[src/rtl/flash_cmd_pkg.sv]
package flash_cmd_pkg;

   typedef enum logic [1:0] {
      OP_RESET = 2'd0,
      OP_PROG  = 2'd1,
      OP_CHIP  = 2'd2,
      OP_SECT  = 2'd3
   } op_kind_e;

   typedef enum logic [2:0] {
      SQ_IDLE,
      SQ_KEY2,
      SQ_CMD,
      SQ_PROG,
      SQ_EKEY1,
      SQ_EKEY2,
      SQ_ECMD
   } seq_state_e;

   localparam int unsigned CMP_W = 15;
   localparam logic [CMP_W-1:0] ADR_KEY1 = 15'h5555;
   localparam logic [CMP_W-1:0] ADR_KEY2 = 15'h2AAA;

   localparam logic [7:0] DAT_KEY1  = 8'hAA;
   localparam logic [7:0] DAT_KEY2  = 8'h55;
   localparam logic [7:0] DAT_RESET = 8'hF0;
   localparam logic [7:0] DAT_PROG  = 8'hA0;
   localparam logic [7:0] DAT_ERASE = 8'h80;
   localparam logic [7:0] DAT_CHIP  = 8'h10;
   localparam logic [7:0] DAT_SECT  = 8'h30;

endpackage

[src/rtl/flash_strobe_sync.sv]
module flash_strobe_sync #(
   parameter int unsigned STAGES = 2
) (
   input  logic clk,
   input  logic rst_n,
   input  logic ce_n,
   input  logic we_n,
   input  logic oe_n,
   output logic wr_start,
   output logic wr_stop
);

   if (STAGES < 2) begin : g_bad_stages
      $error("flash_strobe_sync: STAGES must be at least 2");
   end

   logic [2:0] stg [STAGES];
   logic       act;
   logic       act_q;

   for (genvar i = 0; i < STAGES; i++) begin : g_stage
      if (i == 0) begin : g_first
         always_ff @(posedge clk or negedge rst_n) begin
            if (!rst_n) stg[i] <= 3'b111;
            else        stg[i] <= {ce_n, we_n, oe_n};
         end
      end else begin : g_next
         always_ff @(posedge clk or negedge rst_n) begin
            if (!rst_n) stg[i] <= 3'b111;
            else        stg[i] <= stg[i-1];
         end
      end
   end

   assign act = ~stg[STAGES-1][2] & ~stg[STAGES-1][1] & stg[STAGES-1][0];

   always_ff @(posedge clk or negedge rst_n) begin
      if (!rst_n) act_q <= 1'b0;
      else        act_q <= act;
   end

   assign wr_start = act & ~act_q;
   assign wr_stop  = ~act & act_q;

endmodule

[src/rtl/flash_busy_timer.sv]
module flash_busy_timer #(
   parameter int unsigned PROG_CYCLES  = 40,
   parameter int unsigned ERASE_CYCLES = 60
) (
   input  logic clk,
   input  logic rst_n,
   input  logic load_prog,
   input  logic load_chip,
   output logic busy
);

   localparam int unsigned MAXC  = (PROG_CYCLES > ERASE_CYCLES) ? PROG_CYCLES : ERASE_CYCLES;
   localparam int unsigned CNT_W = $clog2(MAXC + 1);

   if (PROG_CYCLES < 1 || ERASE_CYCLES < 1) begin : g_bad_len
      $error("flash_busy_timer: busy lengths must be non-zero");
   end

   logic [CNT_W-1:0] cnt;

   always_ff @(posedge clk or negedge rst_n) begin
      if (!rst_n)              cnt <= '0;
      else if (load_prog)      cnt <= CNT_W'(PROG_CYCLES);
      else if (load_chip)      cnt <= CNT_W'(ERASE_CYCLES);
      else if (cnt != '0)      cnt <= cnt - 1'b1;
   end

   assign busy = (cnt != '0);

endmodule

[src/rtl/flash_seq_fsm.sv]
module flash_seq_fsm
   import flash_cmd_pkg::*;
#(
   parameter int unsigned ADDR_W = 17,
   parameter int unsigned DATA_W = 8
) (
   input  logic              clk,
   input  logic              rst_n,
   input  logic              wr_start,
   input  logic              wr_stop,
   input  logic              busy,
   input  logic [ADDR_W-1:0] bus_addr,
   input  logic [DATA_W-1:0] bus_data,
   input  logic [DATA_W-1:0] cell_q,
   output logic              load_prog,
   output logic              load_chip,
   output logic              op_pulse,
   output logic [1:0]        op_kind,
   output logic [ADDR_W-1:0] op_addr,
   output logic [DATA_W-1:0] op_data
);

   if (ADDR_W < CMP_W + 1 || DATA_W != 8) begin : g_bad_width
      $error("flash_seq_fsm: ADDR_W must exceed 15 and DATA_W must be 8");
   end

   seq_state_e        st, st_nxt;
   logic [ADDR_W-1:0] addr_q;
   logic              take;
   logic              is_k1, is_k2;
   logic              fire;
   op_kind_e          kind_nxt;

   assign take  = wr_stop & ~busy;
   assign is_k1 = (addr_q[CMP_W-1:0] == ADR_KEY1);
   assign is_k2 = (addr_q[CMP_W-1:0] == ADR_KEY2);

   always_comb begin
      st_nxt    = st;
      fire      = 1'b0;
      kind_nxt  = OP_RESET;
      load_prog = 1'b0;
      load_chip = 1'b0;
      if (take) begin
         st_nxt = SQ_IDLE;
         unique case (st)
            SQ_IDLE:  if (is_k1 && bus_data == DAT_KEY1) st_nxt = SQ_KEY2;
            SQ_KEY2:  if (is_k2 && bus_data == DAT_KEY2) st_nxt = SQ_CMD;
            SQ_CMD: begin
               if (is_k1) begin
                  if (bus_data == DAT_RESET) begin
                     fire     = 1'b1;
                     kind_nxt = OP_RESET;
                  end else if (bus_data == DAT_PROG) begin
                     st_nxt = SQ_PROG;
                  end else if (bus_data == DAT_ERASE) begin
                     st_nxt = SQ_EKEY1;
                  end
               end
            end
            SQ_PROG: begin
               fire      = 1'b1;
               kind_nxt  = OP_PROG;
               load_prog = 1'b1;
            end
            SQ_EKEY1: if (is_k1 && bus_data == DAT_KEY1) st_nxt = SQ_EKEY2;
            SQ_EKEY2: if (is_k2 && bus_data == DAT_KEY2) st_nxt = SQ_ECMD;
            SQ_ECMD: begin
               if (is_k1 && bus_data == DAT_CHIP) begin
                  fire      = 1'b1;
                  kind_nxt  = OP_CHIP;
                  load_chip = 1'b1;
               end else if (bus_data == DAT_SECT) begin
                  fire     = 1'b1;
                  kind_nxt = OP_SECT;
               end
            end
            default: st_nxt = SQ_IDLE;
         endcase
      end
   end

   always_ff @(posedge clk or negedge rst_n) begin
      if (!rst_n) begin
         st       <= SQ_IDLE;
         addr_q   <= '0;
         op_pulse <= 1'b0;
         op_kind  <= OP_RESET;
         op_addr  <= '0;
         op_data  <= '0;
      end else begin
         st       <= st_nxt;
         op_pulse <= fire;
         if (wr_start && !busy) addr_q <= bus_addr;
         if (fire) begin
            op_kind <= kind_nxt;
            if (kind_nxt == OP_PROG || kind_nxt == OP_SECT) op_addr <= addr_q;
            if (kind_nxt == OP_PROG) op_data <= bus_data & cell_q;
         end
      end
   end

endmodule

[src/rtl/flash_cmd_decoder.sv]
module flash_cmd_decoder #(
   parameter int unsigned ADDR_W       = 17,
   parameter int unsigned DATA_W       = 8,
   parameter int unsigned SYNC_STAGES  = 2,
   parameter int unsigned PROG_CYCLES  = 40,
   parameter int unsigned ERASE_CYCLES = 60
) (
   input  logic              clk,
   input  logic              rst_n,
   input  logic              bus_ce_n,
   input  logic              bus_we_n,
   input  logic              bus_oe_n,
   input  logic [ADDR_W-1:0] bus_addr,
   input  logic [DATA_W-1:0] bus_data,
   input  logic [DATA_W-1:0] cell_q,
   output logic              op_pulse,
   output logic [1:0]        op_kind,
   output logic [ADDR_W-1:0] op_addr,
   output logic [DATA_W-1:0] op_data,
   output logic              busy
);

   logic wr_start, wr_stop;
   logic load_prog, load_chip;

   flash_strobe_sync #(
      .STAGES (SYNC_STAGES)
   ) u_sync (
      .clk      (clk),
      .rst_n    (rst_n),
      .ce_n     (bus_ce_n),
      .we_n     (bus_we_n),
      .oe_n     (bus_oe_n),
      .wr_start (wr_start),
      .wr_stop  (wr_stop)
   );

   flash_seq_fsm #(
      .ADDR_W (ADDR_W),
      .DATA_W (DATA_W)
   ) u_fsm (
      .clk       (clk),
      .rst_n     (rst_n),
      .wr_start  (wr_start),
      .wr_stop   (wr_stop),
      .busy      (busy),
      .bus_addr  (bus_addr),
      .bus_data  (bus_data),
      .cell_q    (cell_q),
      .load_prog (load_prog),
      .load_chip (load_chip),
      .op_pulse  (op_pulse),
      .op_kind   (op_kind),
      .op_addr   (op_addr),
      .op_data   (op_data)
   );

   flash_busy_timer #(
      .PROG_CYCLES  (PROG_CYCLES),
      .ERASE_CYCLES (ERASE_CYCLES)
   ) u_busy (
      .clk       (clk),
      .rst_n     (rst_n),
      .load_prog (load_prog),
      .load_chip (load_chip),
      .busy      (busy)
   );

endmodule

[config.mk]
export PLATFORM = sky130hd
export DESIGN_NAME = flash_cmd_decoder
export DESIGN_NICKNAME = d
export VERILOG_FILES = /design/src/rtl/flash_cmd_pkg.sv /design/src/rtl/flash_strobe_sync.sv /design/src/rtl/flash_busy_timer.sv /design/src/rtl/flash_seq_fsm.sv /design/src/rtl/flash_cmd_decoder.sv
export SDC_FILE = /design/constraint.sdc
export NUM_CORES = 1
export LEC_CHECK = 0
export ABC_AREA = 1
export BUFFER_PORTS_ARGS = -buffer_cell sky130_fd_sc_hd__buf_2
export CAP_MARGIN = 25
export CORE_MARGIN = 2
export CORE_UTILIZATION = 35
export DETAILED_ROUTE_END_ITERATION = 8
export PLACE_DENSITY = 0.64
export SYNTH_ARGS = -nofsm -noshare
export SYNTH_HDL_FRONTEND = slang
export SYNTH_HIERARCHICAL = 1
export SYNTH_SLANG_ARGS = --single-unit
export TNS_END_PERCENT = 5
[constraint.sdc]
create_clock -name clk -period 6 [get_ports clk]
set_input_delay 1.2 -clock clk [delete_from_list [all_inputs] [get_ports clk]]
set_output_delay 1.2 -clock clk [all_outputs]
set_load 0.005 [all_outputs]
# Word-level counts from Yosys, hierarchy flattened
# Index checks and enable logic that the tools add are counted.
# totals
ff_bits,61
out_inout_bits,29
# op_classes
n_eq_ne,17
bitwise,11
addsub,1
muxes,27
n_reduce_logical,11
# op_table
cell,n
"equality test 8 bit, second input constant",4
2-to-1 mux 3 bit,6
2-to-1 mux 6 bit,3
"equality test 15 x 14 -> 1 bit, second input constant",1
"equality test 15 bit, second input constant",1
case mux 3 bit (5 select lines),1
2-to-1 mux 1 bit,11
"equality test 3 bit, second input constant",3
bitwise AND 8 bit,1
"equality test 8 x 5 -> 1 bit, second input constant",1
"equality test 8 x 6 -> 1 bit, second input constant",1
"equality test 8 x 7 -> 1 bit, second input constant",1
2-to-1 mux 2 bit,4
"equality test 3 x 2 -> 1 bit, second input constant",2
nonzero test 6 bit,1
"subtractor 6 x 1 -> 6 bit, second input constant",1
bitwise AND 1 bit,5
NOT 1 bit,5
logical AND 1 bit,4
case mux 2 bit (2 select lines),1
AND reduction 2 bit,2
"equality test 3 x 1 -> 1 bit, second input constant",1
logical NOT 3 bit,1
case mux 1 bit (3 select lines),1
5 further kinds,5

# Logic depth before layout (Yosys ltp)
# Gate-level depths: netlist of run 1.
# depth
ltp_word,10
ltp_mapped,15

# Modules after synthesis
# Netlist of run 1, hierarchy kept.
# modules_own_cells
mod,cells_per_inst,instances,area_each_um2,seq_area_each_um2
flash_seq_fsm,278,1,2326.0,1201.2
flash_busy_timer,49,1,364.1,150.1
flash_strobe_sync,13,1,214.0,182.7

# Worst setup path after synthesis of run 1
# OpenSTA, ideal clock, no wires.
# synth_timing
path_type,input port to flip-flop
start,input port bus_data[6]
end,register u_busy.cnt[4]
cell_stages,9
setup_time_ps,71
t_arrival_ps,2252
path_slack_ps,3677
path_cell_list,nor2_1 nand2_1 nor2_1 nand3_1 nor2_1 nor2_2 nand3_2 nand2_1 nor2_1
# synth_between
elab_chain_len,7
word_cells_on_any_way,8
# synth_rtl
item,line,rtl
start: declaration,flash_cmd_decoder.sv:14,"input logic [DATA_W-1:0] bus_data,"
equality test 8 x 5 -> 1 bit (*),flash_seq_fsm.sv:69,if (is_k1 && bus_data == DAT_CHIP) begin
logical AND 1 bit (*),flash_seq_fsm.sv:69,
2-to-1 mux 1 bit (*),flash_seq_fsm.sv:69,
2-to-1 mux 1 bit (*),flash_seq_fsm.sv:46,unique case (st)
2-to-1 mux 1 bit (*),flash_seq_fsm.sv:44,if (take) begin
via load_chip,flash_cmd_decoder.sv:24,"logic load_prog, load_chip;"
2-to-1 mux 6 bit,flash_busy_timer.sv:24,else if (load_chip) cnt <= CNT_W'(ERASE_CYCLES);
2-to-1 mux 6 bit,flash_busy_timer.sv:23,else if (load_prog) cnt <= CNT_W'(PROG_CYCLES);
end signal: assignment,flash_busy_timer.sv:23,
end signal: assignment,flash_busy_timer.sv:24,
end signal: assignment,flash_busy_timer.sv:25,else if (cnt != '0) cnt <= cnt - 1'b1;
end: declaration,flash_busy_timer.sv:19,logic [CNT_W-1:0] cnt;
# Mark *: on every way through the listed nets, which the timed path passes. The rest lies on a longest branch.
# A chain may end at the register's enable or synchronous reset.

# Worst setup path after layout of run 1
# layout_timing
start,register u_busy.cnt[0]
end,output port busy
# layout_between
elab_chain_len,1
# layout_rtl
item,line,rtl
nonzero test 6 bit,flash_busy_timer.sv:28,assign busy = (cnt != '0);
end: declaration,flash_cmd_decoder.sv:20,output logic busy
# Every way passes these cells.

==> reports/qor.yml, run 1 <==
cp-start-kind: "flip-flop"
synth_edf_count: 0
grt_max_degree: 62
max-slew-margin-rel_pct: 38.7
slew_violations: 0
cap_violations: 0
multi_input_area_um2: 1200
drt_iter0_markers: 98
end_kind: "output pin"
numClockSinks: 61
finalWorstSetupSlack_ns: 3.29
syn_avg_cell_area_um2: 8.54
dieArea_um2: 9040
post-route-period-util_pct: 45.1
totalWireLength_um: 6420
status: "finished clean"
die_w_um: 95.1
grt_pass1_wl_um: 10800
rsz0062_at_grt: "no"
core_area_um2: 8130
synth_seq_area_share_pct: 52.8
synthesis.area_um2: 2900
area_growth_syn_to_layout_pct: 22.4
place_congestion: 0.898
hold_ws_ns: 0.358
crit_fanout: 6
synth_area_leaders: "dfrtp_1, nand2_1, nor2_1"
worst_ir_drop_vdd_uv: 135
grt_overflow: 0
synth_seq_cells: 61
nFillCells: 821
cts_root_buf: "clkbuf_8"
layout_common_cells: "nand2_1, buf_2, dfrtp_1"
clock_latency_ns: 0.35
ctsHoldBuffers: 0
vias_per_cell: 4.66
final_hold_viol_count: 0
worstPathArrival_ns: 1.51
pre_cts_slack_ns: 3.35
num_rows: 33
num_vias: 2436
ff_latch_area_um2: 1530
synthCells: 340
htreeDepth: 3
skew_ns: 0.0107
dp_hpwl_um: 4660
worst_pin_slew_ns: 0.917
syn_nets: 380
cp.required_ns: 4.80
antenna_found_initial: 0
die_h_um: 95.1
yosys.cell_types.count: 29
postCtsSetupBuffers: 0
crit_type: "reg -> out"
hold_class: "reg -> reg"
numPortBuffers: 66
power_density_nw_per_um2: 319
num-nets-final: 453
clkTransAtPathRegs_ns: 0.07
drt_pre_antenna_iters: 4
cts_tree: "built"
fmax_mhz: 370
detail-route-antenna-nets: 0
wl_per_cell_um: 12.3
yosys_warnings: 6
power.leakage_nw: 1.88
synth_top_area_share_pct: 47.4
initial_core_util_pct: 35.7
async_flop_share_pct: 100
ioPinCount: 67
grt_pass1_vias: 2401
ys.flop_type: "dfrtp_1"
mostFrequentLayoutCell: "nand2_1"
fin_tns_setup_ns: 0
drc: 0
track_usage_pct: 15.5
cts_buffers: 9
yosys.area.top_type: "dfrtp_1"
clockBufferDepth: 2
drive_gt1_share_pct: 30.4
cts_resized: 0
diodes: 0
finalSetupViolations: 0
post-route-min-period_ns: 2.71
cells by family (layout without fill, tap and decap cells):
| family | count (synthesis) | count (layout) | share of synthesized area, % |
|---|---|---|---|
| flops | 61 | 61 | 52.8 |
| simple gates | 195 | 195 | 30.3 |
| mux | 8 | 8 | 3.10 |
| buf+inv | 41 | 119 | 5.95 |
| compound gates | 33 | 33 | 6.94 |
| fa+ha+maj | 2 | 2 | 0.862 |
power by group:
| part | total [W] | internal [W] | switching [W] | leakage [nW] |
|---|---|---|---|---|
| Sequential | 0.000510 | 0.000464 | 0.0000458 | 0.727 |
| Combinational | 0.000217 | 0.0000834 | 0.000133 | 1.05 |
| Clock | 0.000407 | 0.000245 | 0.000162 | 0.107 |
| Total | 0.00113 | 0.000793 | 0.000341 | 1.88 |
final timing paths:
path                                from                to  slack [ns]  depth (start not counted)
min                        u_sync/stg[4]     u_sync/stg[1]        0.36                          0
max reg2reg                u_busy/cnt[0]     u_busy/cnt[2]        3.42                         14
min in group asynchronous          rst_n  u_fsm/op_kind[0]        1.02                          2
max                        u_busy/cnt[0]              busy        3.29                          6
min reg2reg                u_sync/stg[4]     u_sync/stg[1]        0.36                          0
max in group asynchronous          rst_n      u_sync/act_q        4.49                          2
metrics by stage:
| step | instances | total power, W | utilization (%) | area, um2 |
|---|---|---|---|---|
| after CTS | 523 | 0.00115 | 43.7 | 3560 |
| after floorplan | 340 | 0.000661 | - | 2900 |
| after global routing | 523 | 0.00120 | 43.7 | 3560 |
| after global placement | 507 | 0.000726 | 41.0 | 3340 |
| final | 523 | 0.00113 | 43.7 | 3560 |
| after detailed placement | 507 | 0.000735 | 41.0 | 3340 |
cells in the mapped netlist (5+ instances only):
| library cell | n |
|---|---|
| nand3_1 | 12 |
| nand2_2 | 5 |
| nand4_1 | 11 |
| nor2_1 | 44 |
| dfstp_2 | 6 |
| nor2_2 | 6 |
| dfrtp_1 | 55 |
| nor3_1 | 8 |
| o21ai_2 | 9 |
| a21oi_1 | 12 |
| nand2_1 | 100 |
| mux2_2 | 8 |
| inv_1 | 30 |
| inv_2 | 5 |
| o21ai_0 | 9 |
final cells by class:
| class | count | area share (%) |
|---|---|---|
| inverters | 36 | 3.87 |
| multi-input cells | 238 | 33.7 |
| repair buffers | 67 | 9.50 |
| well taps | 105 | 3.69 |
| flip-flops and latches | 61 | 43.1 |
| clock buffers | 12 | 4.08 |
| clock inverters | 4 | 2.04 |
metal layers:
layer / global-route usage [%] / up-vias / share of wire (%) / wire [um]
met5: 0 / - / 0 / 0
met4: 6.16 / 0 / 1.5 / 95
met3: 4.03 / 8 / 4.8 / 310
met2: 25.2 / 55 / 47 / 3040
met1: 19.9 / 1142 / 46 / 2970
li1: - / 1231 / - / -
state kept, by name, indices dropped and copies added (netlist names):
| signal | flops |
|---|---|
| u_fsm/addr_q | 17 |
| u_fsm/op_addr | 17 |
| u_fsm/op_data | 8 |
| u_busy/cnt | 6 |
| u_sync/stg | 6 |
| u_fsm/st | 3 |
| u_fsm/op_kind | 2 |
| u_fsm/op_pulse | 1 |
| u_sync/act_q | 1 |
worst max-delay path: stages (launching register included):
cell and delay (ns):
dfrtp_1 0.38, inv_1 0.16, ha_1 0.19, nand2_2 0.05
nor2_2 0.10, nand2_1 0.12, buf_2 0.16
Power figures use the tool's default switching activity.
==> run 2: changes to the inputs <==
ABC_AREA = 0   (was 1)
clock period = 2.53 ns   (was 6 ns; I/O delays follow)
==> run 2 against run 1 <==
- design area is 4.2% lower
- routed wire length is 9.9% lower
- sequential share of layout area is 1.9 points higher
- sequential cell count stayed put
==> reports/qor.yml, run 2 <==
final_hold_viol_count: 0
drc: 0
drt_pre_antenna_iters: 4
syn_avg_cell_area_um2: 12.4
yosys.area.top_type: "dfrtp_1"
cap_violations: 0
synthCells: 220
grt_pass1_vias: 2015
track_usage_pct: 14.6
mostFrequentLayoutCell: "buf_2"
drive_gt1_share_pct: 44.1
slew_violations: 0
synth_seq_area_share_pct: 56.3
synth_most_common_cell: "dfrtp_1"
antenna_found_initial: 0
yosys-top-cells-count: "dfrtp_1, mux2_2, nand2_1"
post-route-period-util_pct: 92.0
syn_nets: 260
detail-route-antenna-nets: 0
synth_edf_count: 0
p_int_w: 0.00137
critPathTopFamily: "simple AND/OR/NAND/NOR gates"
synth_seq_cells: 61
end_kind: "flip-flop"
die_w_um: 92.2
totalWireLength_um: 5780
power_density_nw_per_um2: 526
nFillCells: 731
dp_hpwl_um: 4230
crit_buf_inv: 2
async_flop_share_pct: 100
area_growth_syn_to_layout_pct: 25.1
place_congestion: 0.844
hold_class: "in -> async"
yosys.cell_types.count: 47
power.leakage_nw: 1.69
vias_per_cell: 4.93
layout_common_cells: "buf_2, dfrtp_1, mux2_2"
numClockSinks: 61
grt_pass1_wl_um: 9580
skew_ns: 0.00953
drt_iter0_markers: 66
seqPwrFrac_pct: 55.1
diodes: 0
cp-start-kind: "flip-flop"
crit_fanout: 11
synth_top_area_share_pct: 50.5
ioPinCount: 67
htreeDepth: 3
clock_latency_ns: 0.34
multi_input_area_um2: 1140
num-nets-final: 341
cts_root_buf: "clkbuf_8"
critical-path-max-stage-delay_ns: 0.43
worst_pin_slew_ns: 0.647
swShare_pct: 23.8
cp.required_ns: 2.76
worstPathArrival_ns: 2.56
p_comb_share_pct: 3.8
yosys_warnings: 6
rsz0062_at_grt: "no"
worst_ir_drop_vdd_uv: 567
ys.flop_type: "dfrtp_1"
wl_per_cell_um: 14.2
path_cells: "inv_1 -> ha_1 -> nor2b_1 -> nand2_2 -> nand2b_1 -> nor3b_2 -> a31o_2 -> buf_4 -> mux2_2"
ff_latch_area_um2: 1530
finalSetupViolations: 0
clkTransAtPathRegs_ns: 0.07
synth_area_leaders: "dfrtp_1, mux2_2, dfstp_2"
grt_max_degree: 36
initial_core_util_pct: 35.6
num_rows: 32
clock_power_share_pct: 41.2
core_area_um2: 7650
dieArea_um2: 8500
clockBufferDepth: 2
numPortBuffers: 66
crit_type: "reg -> reg"
status: "finished clean"
synthesis.area_um2: 2720
grt_overflow: 0
die_h_um: 92.2
slowest_stage: "dfrtp_1"
max-slew-margin-rel_pct: 56.9
fin_tns_setup_ns: 0
cts_tree: "built"
post-route-min-period_ns: 2.33
power_switching_w: 0.000426
hold_ws_ns: 0.182
top_regs: "u_fsm/addr_q: 17 flops, u_fsm/op_addr: 17 flops, u_fsm/op_data: 8 flops"
fmax_mhz: 429
cts_buffers: 9
num_vias: 2013
[run 2: per-stage QoR]
stage	cell area [um2]	utilization (%)	worst slack, ns	total power, W	instances
after floorplan	2720	-	0.0130	0.00101	220
after global routing	3410	44.6	0.0463	0.00188	408
after CTS	3400	44.5	0.0866	0.00182	408
after detailed placement	3230	42.3	0.110	0.00107	392
final	3410	44.6	0.202	0.00179	408
after global placement	3230	42.3	0.213	0.00107	392
[run 2: path summary, 6_finish.rpt]
check                                    from                to  slack [ns]  cells past startpoint
worst max register to register  u_busy/cnt[0]  u_fsm/op_addr[3]        0.20                      9
worst min register to register  u_sync/stg[4]     u_sync/stg[1]        0.36                      0
max in group asynchronous               rst_n     u_sync/stg[1]        1.67                      2
worst max-delay path            u_busy/cnt[0]  u_fsm/op_addr[3]        0.20                      9
min in group clk                     bus_ce_n     u_sync/stg[5]        0.26                      1
worst min-delay path                    rst_n  u_fsm/op_addr[0]        0.18                      1
[run 2: power groups by stage]
stage	registers, W	clock network, W	logic [W]
2_1_floorplan	0.00100	0	0.0000102
3_3_place_gp	0.00100	0	0.0000687
3_5_place_dp	0.00101	0	0.0000693
4_1_cts	0.000987	0.000768	0.0000694
5_1_grt	0.000987	0.000816	0.0000762
6_report	0.000987	0.000738	0.0000673
[run 2: final cells by class]
cell class,instances,area share (%)
clock buffers,10,3.74
clock inverters,6,1.14
inverters,7,0.771
multi-input cells,146,33.3
flip-flops and latches,61,45.0
well taps,102,3.74
repair buffers,76,12.3
[run 2: per-layer routing]
layer	vias to the layer above	GRT usage (%)	share of wire [%]
met4	0	3.48	0.59
met5	-	0	0
li1	963	-	-
met3	7	5.92	6.8
met2	63	23.9	47
met1	980	18.1	45
[run 2: logic make-up after synthesis]
group | share of synthesized area [%]
AND/OR/NAND/NOR | 19.5
adder cells (fa/ha/maj) | 0.919
flip-flops | 56.3
multiplexers | 14.1
buffers and inverters | 2.25
XOR/XNOR | 0.322
AO/OA/AOI/OAI | 6.61
[run 2: repair_timing]
item,CTS,global route
endpoints found under the setup margin,0,15
hold buffers,0,0
endpoints found under the hold margin,0,0
resized for setup,0,2
setup buffers,0,0
[run 2: worst register-to-register path, stage by stage (launching register included)]
cell,delay (ns)
dfrtp_1,0.43
inv_1,0.12
ha_1,0.19
nor2b_1,0.21
nand2_2,0.11
nand2b_1,0.19
nor3b_2,0.22
a31o_2,0.19
buf_4,0.20
mux2_2,0.36
==> run 3: changes to the inputs <==
PLACE_DENSITY = 0.57   (was 0.64)
==> run 3 against run 2 <==
- maximum frequency is 0.50% lower
- setup slack worse by 0.012 ns
- critical endpoint is now u_fsm/op_addr[5]
- sequential cell count stayed put
- cell count is 0.25% lower
- sequential share of layout area is 0.64 points lower
- global-route usage is 0.30 points higher
==> reports/qor.yml, run 3 (synthesis gave the netlist of run 2 again) <==
status: "finished clean"
area_growth_syn_to_layout_pct: 26.9
layout_common_cells: "buf_2, dfrtp_1, mux2_2"
track_usage_pct: 14.9
drive_gt1_share_pct: 44.3
cap_violations: 0
die_w_um: 92.2
die_h_um: 92.2
ioPinCount: 67
core_area_um2: 7650
top_regs: "u_fsm/addr_q: 17 flops, u_fsm/op_addr: 17 flops, u_fsm/op_data: 8 flops"
drt_iter0_markers: 64
drt_pre_antenna_iters: 4
mostFrequentLayoutCell: "buf_2"
post-route-min-period_ns: 2.34
fin_tns_setup_ns: 0
numPortBuffers: 66
power_switching_w: 0.000430
cts_tree: "built"
cp-start-kind: "flip-flop"
crit_buf_inv: 2
power_density_nw_per_um2: 564
antenna_found_initial: 0
clock_power_share_pct: 46.0
wl_per_cell_um: 14.3
place_congestion: 0.871
crit_type: "reg -> reg"
grt_pass1_vias: 1925
nFillCells: 747
end_kind: "flip-flop"
clock_latency_ns: 0.33
slew_violations: 0
vias_per_cell: 4.88
swShare_pct: 22.0
slowest_stage: "dfrtp_1"
initial_core_util_pct: 35.6
worst_pin_slew_ns: 0.544
htreeDepth: 3
ctsHoldBuffers: 0
pre_cts_slack_ns: 0.108
diodes: 0
crit_fanout: 18
clkTransAtPathRegs_ns: 0.07
rsz0062_at_grt: "no"
fmax_mhz: 427
cts_root_buf: "clkbuf_8"
cts_buffers: 9
p_comb_share_pct: 3.5
seqPwrFrac_pct: 50.6
num_vias: 1988
worst_ir_drop_vdd_uv: 324
grt_pass1_wl_um: 9580
num-nets-final: 340
totalWireLength_um: 5820
num_rows: 32
hold_class: "in -> async"
cp.required_ns: 2.75
numClockSinks: 61
critPathTopFamily: "simple AND/OR/NAND/NOR gates"
grt_overflow: 0
clockBufferDepth: 2
power.leakage_nw: 1.71
path_cells: "inv_1 -> ha_1 -> nor2b_1 -> nand2_2 -> nand2b_1 -> nor3b_2 -> a31o_2 -> buf_12 -> mux2_2"
worstPathArrival_ns: 2.56
dp_hpwl_um: 4340
detail-route-antenna-nets: 0
skew_ns: 0.00659
finalWorstSetupSlack_ns: 0.190
dieArea_um2: 8500
grt_max_degree: 40
critical-path-max-stage-delay_ns: 0.43
post-route-period-util_pct: 92.5
p_int_w: 0.00152
final_hold_viol_count: 0
max-slew-margin-rel_pct: 63.8
drc: 0
finalSetupViolations: 0
-- run 3: cell types whose count changed in the layout (fill, tap and decap cells not counted), sizes merged --
cell	delta
buf	-1
clkbuf	+1
inv	-1
bufinv	+1
clkinv	-1
-- run 3: final cells by class --
cell class | count | area [um2] | area share, %
multi-input combinational | 146 | 1140 | 32.9
clock inverter | 5 | 58.8 | 1.70
clock buffer | 11 | 151 | 4.38
sequential | 61 | 1530 | 44.4
tap | 102 | 128 | 3.69
inverter | 7 | 26.3 | 0.760
timing repair buffer | 75 | 423 | 12.2
-- run 3: repair_timing --
action / CTS / global route
setup buffers: 0 / 0
endpoints found under the setup margin: 0 / 19
gates resized for setup: 0 / 2
-- run 3: path summary, 6_finish.rpt --
check	startpoint	to	slack, ns	cells after the start
max in group asynchronous	rst_n	u_sync/stg[2]	1.74	2
min in group clk	bus_ce_n	u_sync/stg[5]	0.27	1
setup / recovery	u_busy/cnt[0]	u_fsm/op_addr[5]	0.19	9
hold reg to reg	u_sync/stg[4]	u_sync/stg[1]	0.36	0
hold / removal	rst_n	u_busy/cnt[4]	0.15	1
setup reg to reg	u_busy/cnt[0]	u_fsm/op_addr[5]	0.19	9
-- run 3: power by group through the flow --
stage,sequential (W),clock (W),combinational (W)
floorplan,0.00100,0,0.0000102
global placement,0.00100,0,0.0000694
detailed placement,0.00100,0,0.0000702
CTS,0.000987,0.000928,0.0000702
global route,0.000987,0.000972,0.0000775
finish,0.000987,0.000897,0.0000676
-- run 3: metal layers --
metal	vias to the layer above	routed length [um]	global-route usage, %
met2	62	2690	22.8
met1	957	2700	19.2
li1	962	-	-
met4	0	65	7.84
met3	7	369	4.11
met5	-	0	0
-- run 3: stage by stage --
stage / utilization (%) / instances / area, um2 / total power [W] / hold slack (ns)
2_1_floorplan: - / 220 / 2720 / 0.00101 / 0.210
3_3_place_gp: 42.4 / 391 / 3240 / 0.00107 / 0.346
3_5_place_dp: 42.4 / 391 / 3240 / 0.00108 / 0.347
4_1_cts: 45.1 / 407 / 3450 / 0.00198 / 0.161
5_1_grt: 45.2 / 407 / 3460 / 0.00204 / 0.184
6_report: 45.2 / 407 / 3460 / 0.00195 / 0.153
